File: src/rtl/b2s_pkg.sv
package b2s_pkg;

    localparam int WORD_W = 32;

    typedef enum logic [1:0] {
        SEL_DATA = 2'd0,
        SEL_STAT = 2'd1,
        SEL_CTRL = 2'd2,
        SEL_NONE = 2'd3
    } sel_e;

    typedef struct packed {
        logic [WORD_W-1:0] data;
        logic              ctrl;
        logic              wr;
        logic              ovf;
        logic              cen;
    } state_t;

endpackage

File: src/rtl/b2s_decode.sv
module b2s_decode
    import b2s_pkg::*;
#(
    parameter int ADDR_W = 4
) (
    input  logic [ADDR_W-1:0] addr,
    output sel_e              sel
);
    localparam int IDX_W = ADDR_W - 2;

    logic [IDX_W-1:0] idx;
    logic             misaligned;

    assign idx        = addr[ADDR_W-1:2];
    assign misaligned = |addr[1:0];

    always_comb begin
        sel = SEL_NONE;
        if (!misaligned) begin
            if (idx == IDX_W'(0))      sel = SEL_DATA;
            else if (idx == IDX_W'(1)) sel = SEL_STAT;
            else if (idx == IDX_W'(2)) sel = SEL_CTRL;
            else                       sel = SEL_NONE;
        end
    end
endmodule

File: src/rtl/b2s_rdmux.sv
module b2s_rdmux
    import b2s_pkg::*;
(
    input  logic              rd_en,
    input  sel_e              sel,
    input  logic              full,
    input  logic              ovf,
    input  logic              cen,
    output logic [WORD_W-1:0] rdata
);
    always_comb begin
        rdata = '0;
        if (rd_en) begin
            case (sel)
                SEL_STAT: rdata = {{(WORD_W-2){1'b0}}, ovf, full};
                SEL_CTRL: rdata = {{(WORD_W-1){1'b0}}, cen};
                default:  rdata = '0;
            endcase
        end
    end
endmodule

File: src/rtl/bus2stream_bridge.sv
module bus2stream_bridge
    import b2s_pkg::*;
#(
    parameter int ADDR_W = 4
) (
    input  logic              clk,
    input  logic              rst_n,
    input  logic              bus_wr_en,
    input  logic              bus_rd_en,
    input  logic [ADDR_W-1:0] bus_addr,
    input  logic [31:0]       bus_wdata,
    output logic [31:0]       bus_rdata,
    output logic [31:0]       st_data,
    output logic              st_ctrl,
    output logic              st_wr,
    input  logic              st_full
);
    localparam int OVF_BIT = 1;
    localparam int CEN_BIT = 0;

    state_t cur_q, nxt_d;
    sel_e   sel;
    logic   wr_data, wr_stat, wr_ctrl;
    logic   push, reject;
    logic   ovf_q, cen_q;

    b2s_decode #(.ADDR_W(ADDR_W)) u_decode (
        .addr (bus_addr),
        .sel  (sel)
    );

    assign wr_data = bus_wr_en && (sel == SEL_DATA);
    assign wr_stat = bus_wr_en && (sel == SEL_STAT);
    assign wr_ctrl = bus_wr_en && (sel == SEL_CTRL);
    assign push    = wr_data && !st_full;
    assign reject  = wr_data &&  st_full;

    always_comb begin
        nxt_d    = cur_q;
        nxt_d.wr = 1'b0;
        if (push) begin
            nxt_d.wr   = 1'b1;
            nxt_d.data = bus_wdata;
            nxt_d.ctrl = cur_q.cen;
            nxt_d.cen  = 1'b0;
        end
        if (reject) begin
            nxt_d.ovf = 1'b1;
        end
        if (wr_stat && bus_wdata[OVF_BIT]) begin
            nxt_d.ovf = 1'b0;
        end
        if (wr_ctrl) begin
            nxt_d.cen = bus_wdata[CEN_BIT];
        end
    end

    always_ff @(posedge clk or negedge rst_n) begin
        if (!rst_n) cur_q <= '0;
        else        cur_q <= nxt_d;
    end

    assign ovf_q   = cur_q.ovf;
    assign cen_q   = cur_q.cen;
    assign st_data = cur_q.data;
    assign st_ctrl = cur_q.ctrl;
    assign st_wr   = cur_q.wr;

    b2s_rdmux u_rdmux (
        .rd_en (bus_rd_en),
        .sel   (sel),
        .full  (st_full),
        .ovf   (ovf_q),
        .cen   (cen_q),
        .rdata (bus_rdata)
    );
endmodule

File: config.mk
export PLATFORM = sky130hd
export DESIGN_NAME = bus2stream_bridge
export DESIGN_NICKNAME = d
export VERILOG_FILES = /design/src/rtl/b2s_pkg.sv /design/src/rtl/b2s_decode.sv /design/src/rtl/b2s_rdmux.sv /design/src/rtl/bus2stream_bridge.sv
export SDC_FILE = /design/constraint.sdc
export NUM_CORES = 1
export LEC_CHECK = 0
export ABC_AREA = 0
export BUFFER_PORTS_ARGS = -buffer_cell sky130_fd_sc_hd__buf_4
export CAP_MARGIN = 20
export CORE_UTILIZATION = 39
export CTS_CLUSTER_SIZE = 16
export DETAILED_ROUTE_END_ITERATION = 12
export PLACE_DENSITY = 0.76
export SETUP_SLACK_MARGIN = 0.3
export SYNTH_ARGS = -nofsm -noshare
export SYNTH_HDL_FRONTEND = slang
export SYNTH_SLANG_ARGS = --single-unit
File: constraint.sdc
create_clock -name clk -period 1.28 [get_ports clk]
set_clock_uncertainty 0.15 [all_clocks]
set_input_delay 0.192 -clock clk [delete_from_list [all_inputs] [get_ports clk]]
set_output_delay 0.192 -clock clk [all_outputs]
set_load 0.02 [all_outputs]
Word level (Yosys, flattened, before mapping)
Index checks and enable logic that the tools add are counted.
{"block": "classes", "n_eq_ne": 4, "mux": 11, "reduce_logical": 12}
{"op": "$mux W32", "n": 1}
{"op": "$logic_and A1 B1 Y1", "n": 6}
{"op": "$mux W1", "n": 6}
{"op": "$mux W2", "n": 3}
{"op": "$eq A2 B1 Y1 const B", "n": 2}
{"op": "$eq A2 B2 Y1 const B", "n": 2}
{"op": "$logic_not A2 Y1", "n": 2}
{"op": "$pmux W2 S2", "n": 1}
{"op": "$reduce_bool A2 Y1", "n": 2}
{"op": "$reduce_or A2 Y1", "n": 1}
{"op": "$logic_not A1 Y1", "n": 1}
{"block": "totals", "register_bits": 36, "in_bits": 41, "out_inout_bits": 66, "wordCells": 32}

Depth between registers and ports, before layout
{"block": "logic_depth", "word_depth": 10, "ltp_mapped": 6, "mapped_depth_nobuf": 5}

Hierarchy
A second synthesis with hierarchy kept.
{"block": "unflattened", "cells_unflattened": 123, "area_unflattened_um2": 1685.4}
{"module": "bus2stream_bridge", "n_inst": 1, "cells_per_inst": 83, "area_per_inst_um2": 1381.3, "seq_area_each_um2": 900.9}
{"module": "b2s_rdmux", "n_inst": 1, "cells_per_inst": 38, "area_per_inst_um2": 291.5, "seq_area_each_um2": 0.0}
{"module": "b2s_decode", "n_inst": 1, "cells_per_inst": 2, "area_per_inst_um2": 12.5, "seq_area_each_um2": 0.0}

Least setup slack after synthesis
OpenSTA, ideal clock, no wires.
{"block": "synth_timing", "path_type": "in2out", "startpoint": "input bus_addr[3]", "endpoint": "output bus_rdata[0]", "t_arrival_ps": 1410, "required_time_ps": 938, "path_slack_ps": -472, "path_stages": 5, "path_buffers": 0, "path_cell_list": "or3_1 inv_1 ha_1 a22oi_1 nor3b_1"}
{"block": "synth_via", "elab_chain_cells": 8}
{"element": "start, declared", "line_no": "bus2stream_bridge.sv:10", "rtl": "input logic [ADDR_W-1:0] bus_addr,"}
{"element": "$eq A2 B2 Y1", "line_no": "b2s_decode.sv:22", "rtl": "else if (idx == IDX_W'(2)) sel = SEL_CTRL;"}
{"element": "$mux W1", "line_no": "b2s_decode.sv:22"}
{"element": "$mux W2", "line_no": "b2s_decode.sv:21", "rtl": "else if (idx == IDX_W'(1)) sel = SEL_STAT;"}
{"element": "$mux W2 *", "line_no": "b2s_decode.sv:20", "rtl": "if (idx == IDX_W'(0)) sel = SEL_DATA;"}
{"element": "$mux W2 *", "line_no": "b2s_decode.sv:19", "rtl": "if (!misaligned) begin"}
{"element": "$eq A2 B2 Y1 / $eq A2 B1 Y1 (equally long branches)", "line_no": "b2s_rdmux.sv:14", "rtl": "case (sel)"}
{"element": "$pmux W2 S2 *", "line_no": "b2s_rdmux.sv:14"}
{"element": "$mux W32 *", "line_no": "b2s_rdmux.sv:13", "rtl": "if (rd_en) begin"}
{"element": "end, declared", "line_no": "bus2stream_bridge.sv:12", "rtl": "output logic [31:0] bus_rdata,"}
Mark *: on every way between the ends. The rest lies on a longest branch, timed or not.

Final worst setup path
{"block": "layout_timing", "startpoint": "input bus_addr[3]", "endpoint": "output bus_rdata[1]"}
The elaborated chain is that of the path after synthesis.

==> Flow_metrics.wiki <==
{| class="wikitable"
! Metric !! Value
|-
| Remaining antenna violation count || 0
|-
| Count of endpoints failing setup in the final report || 38
|-
| Skew-Pair Late Insertion Delay || 280 ps
|-
| Average wire per cell in the routed design || 13.8 µm
|-
| Total CTS buffers || 5
|-
| RSZ-0062 raised after global routing || yes
|-
| Drt first pass iters || 4
|-
| Detailed-route wire length || 4.01 mm
|-
| Detailed router's first-iteration violation count || 30
|-
| CTS clk-pin slew, worst paths || 70 ps
|-
| Result of the run || finished with violations
|-
| Pwr dens || 1070 nW/µm²
|-
| Peak fanout along the critical path || 2
|-
| Area share of the leading cell type in the synthesized netlist || 50.3%
|-
| Area leader, netlist || dfrtp_1
|-
| Startpoint of the tightest hold check path || bus_wdata[1]
|-
| Wire length of the first global-routing pass || 6.15 mm
|-
| Final worst path period need || 1680 ps
|-
| Layout cells sized above 1 || 69.9%
|-
| Largest cells by area after synthesis || dfrtp_1 50%, mux2_4 24%, buf_4 13%, mux2_2 2.5%, ha_1 2.1%
|-
| Hold Vio Cnt, Final || 26
|-
| Commonest cells in the netlist || 36 x dfrtp_1, 30 x buf_4, 29 x mux2_4, 4 x inv_1, 4 x mux2_2
|-
| Violated checks || negative hold slack, negative setup slack
|-
| Setup crit start kind || input port
|-
| Launching instance or port of the critical path || bus_addr[3]
|-
| Overall die height || 69.8 µm
|-
| Crit path arrival time || 1330 ps
|-
| Post-Syn Area per Cell || 14.7 µm²
|-
| Flip-flop cell with the highest count after synthesis || dfrtp_1
|-
| Fmax || 597 MHz
|-
| Number of synthesis warnings || 0
|-
| Die ar. || 4870 µm²
|-
| Global Route Usage Sum || 16.5%
|-
| Global placement routability congestion || 0.687
|-
| Post-Place Cells || 254
|-
| Logic depth of the worst register-to-register path || 2
|-
| Total via count in the routed design || 1259
|-
| Final setup slack of the worst path || -396 ps
|-
| Maximum level of the CTS H-tree || 2
|-
| Layout overhead on the synthesized area || 65.6%
|-
| Initial core utilization || 40.9%
|-
| Type of the most critical hold path || input port to register
|-
| Data required time at the worst endpoint || 940 ps
|-
| Antenna violations before repair || 0
|-
| Final cell count without fillers || 291
|-
| Via count of the first global-routing pass || 1288
|-
| Pins Over Slew Limit || 0
|-
| Endpoint class of the critical path || output pin
|-
| Synthesized flop and latch total || 36
|-
| Clock sink count || 36
|-
| Overall power || 3.17 mW
|-
| Worst Setup Path Type || input port to output pin
|-
| Total global routing overflow || 0
|-
| Worst slack at placement || -526 ps
|-
| Num rows || 24
|-
| Drc violations || 0
|-
| Per-cell via count in the routed design || 4.33
|-
| Asr flop ratio synth || 100%
|-
| Sequential cell area fraction in the yosys report || 50.3%
|-
| Maximum number of pins on one net before global-route repair || 37
|-
| Max-cap violations || 0
|-
| Static leakage || 1.67 nW
|-
| Peak supply drop || 0.000603 V
|-
| Most frequently used cell type in the post-synthesis netlist || dfrtp_1
|-
| Placeable core area || 4380 µm²
|-
| Reg2reg start || st_data[15]$_DFFE_PN0P_
|-
| Fin nets || 282
|-
| Placed wire-length estimate after detailed placement || 2.58 mm
|-
| CTS tree || yes
|-
| Post-place instance area || 2390 µm²
|-
| Hold Path Depth || 2
|-
| Library cells used by synthesis || 19
|-
| Worst hold slack across all endpoints || -35.5 ps
|-
| Diode count || 0
|-
| CTS hold repair buffers || 1
|-
| Buffers from clock root to sink, at most || 2
|-
| Die X-Extent || 69.8 µm
|-
| Number of instances in the synthesized netlist || 122
|-
| Ports placed on the boundary || 107
|-
| Number of synthesized flops with an enable pin || 0
|-
| Final worst-path cycle share || 131%
|-
| Clock root buffer || clkbuf_8
|-
| Area of the mapped netlist || 1790 µm²
|-
| Number of I/O port buffers || 76
|-
| Final design area excluding fillers || 2970 µm²
|}
-- power by group --
part           switching (mW)  internal (mW)
Sequential             0.0688           1.23
Clock                   0.387          0.687
Combinational           0.345          0.454
Total                   0.801           2.37
-- final timing paths --
path                                           end  slack (ps)
max reg2reg                st_data[15]$_DFFE_PN0P_         220
max                                   bus_rdata[1]        -400
min                              ovf_q$_DFFE_PN0P_         -40
min reg2reg                 st_data[8]$_DFFE_PN0P_         380
max in group asynchronous      st_ctrl$_DFFE_PN0P_         400
min in group asynchronous  st_data[11]$_DFFE_PN0P_         260
-- cell usage in the layout, fill, tap and decap left out, types with 2 or more instances in the layout --
cell type and count:
mux2_4 29, buf_4 65, inv_1 2, buf_12 2, mux2_2 4, clkbuf_8 7, dfrtp_1 36, buf_6 45
conb_1 30, ha_4 3
-- critical path, cell delays in order --
cell     delay (ps)
buf_6            90
or3_4           410
ha_4            290
and4b_2         230
buf_6           130
-- cell type report --
type / instances / area (µm²)
fill: 332 / 1420
timing repair buffer: 113 / 1040
sequential: 36 / 901
multi-input combinational: 78 / 812
clock buffer: 7 / 96.3
tap: 52 / 65.1
clock inverter: 1 / 30.0
inverter: 4 / 17.5
-- per-stage QoR --
step                      utilization, %  TNS, ps
after detailed placement            54.5   -18210
final                               67.7   -10940
after floorplan                        -   -12240
after global placement              54.5   -17040
after global routing                67.7   -11480
after CTS                           64.7   -10420
-- logic make-up after synthesis --
| kind of cell | Yosys count | synth area share, % |
|---|---|---|
| AO/OA/AOI/OAI | 4 | 1.61 |
| adder cells (fa/ha/maj) | 3 | 2.10 |
| buffers and inverters | 37 | 15.3 |
| flip-flops | 36 | 50.3 |
| multiplexers | 33 | 26.8 |
| other | 1 | 0.209 |
| AND/OR/NAND/NOR | 8 | 3.70 |
-- registers in the layout (all words and copies together), names as in the netlist --
| register | cells |
|---|---|
| st_data | 32 |
| cen_q | 1 |
| ovf_q | 1 |
| st_ctrl | 1 |
| st_wr | 1 |
-- layer usage --
metal	up-vias	GRT usage, %	wire (µm)
met2	65	27.6	2180
li1	580	-	-
met4	0	5.78	59
met5	-	0	0
met3	9	5.38	265
met1	605	19.9	1500
-- repair_timing --
action,in CTS,in global routing
pin swaps,2,3
endpoints found under the hold margin,69,32
gates resized for setup,45,10
setup buffers,17,11
setup endpoints to repair,72,72
No activity file was read; power rests on OpenSTA's default activity.
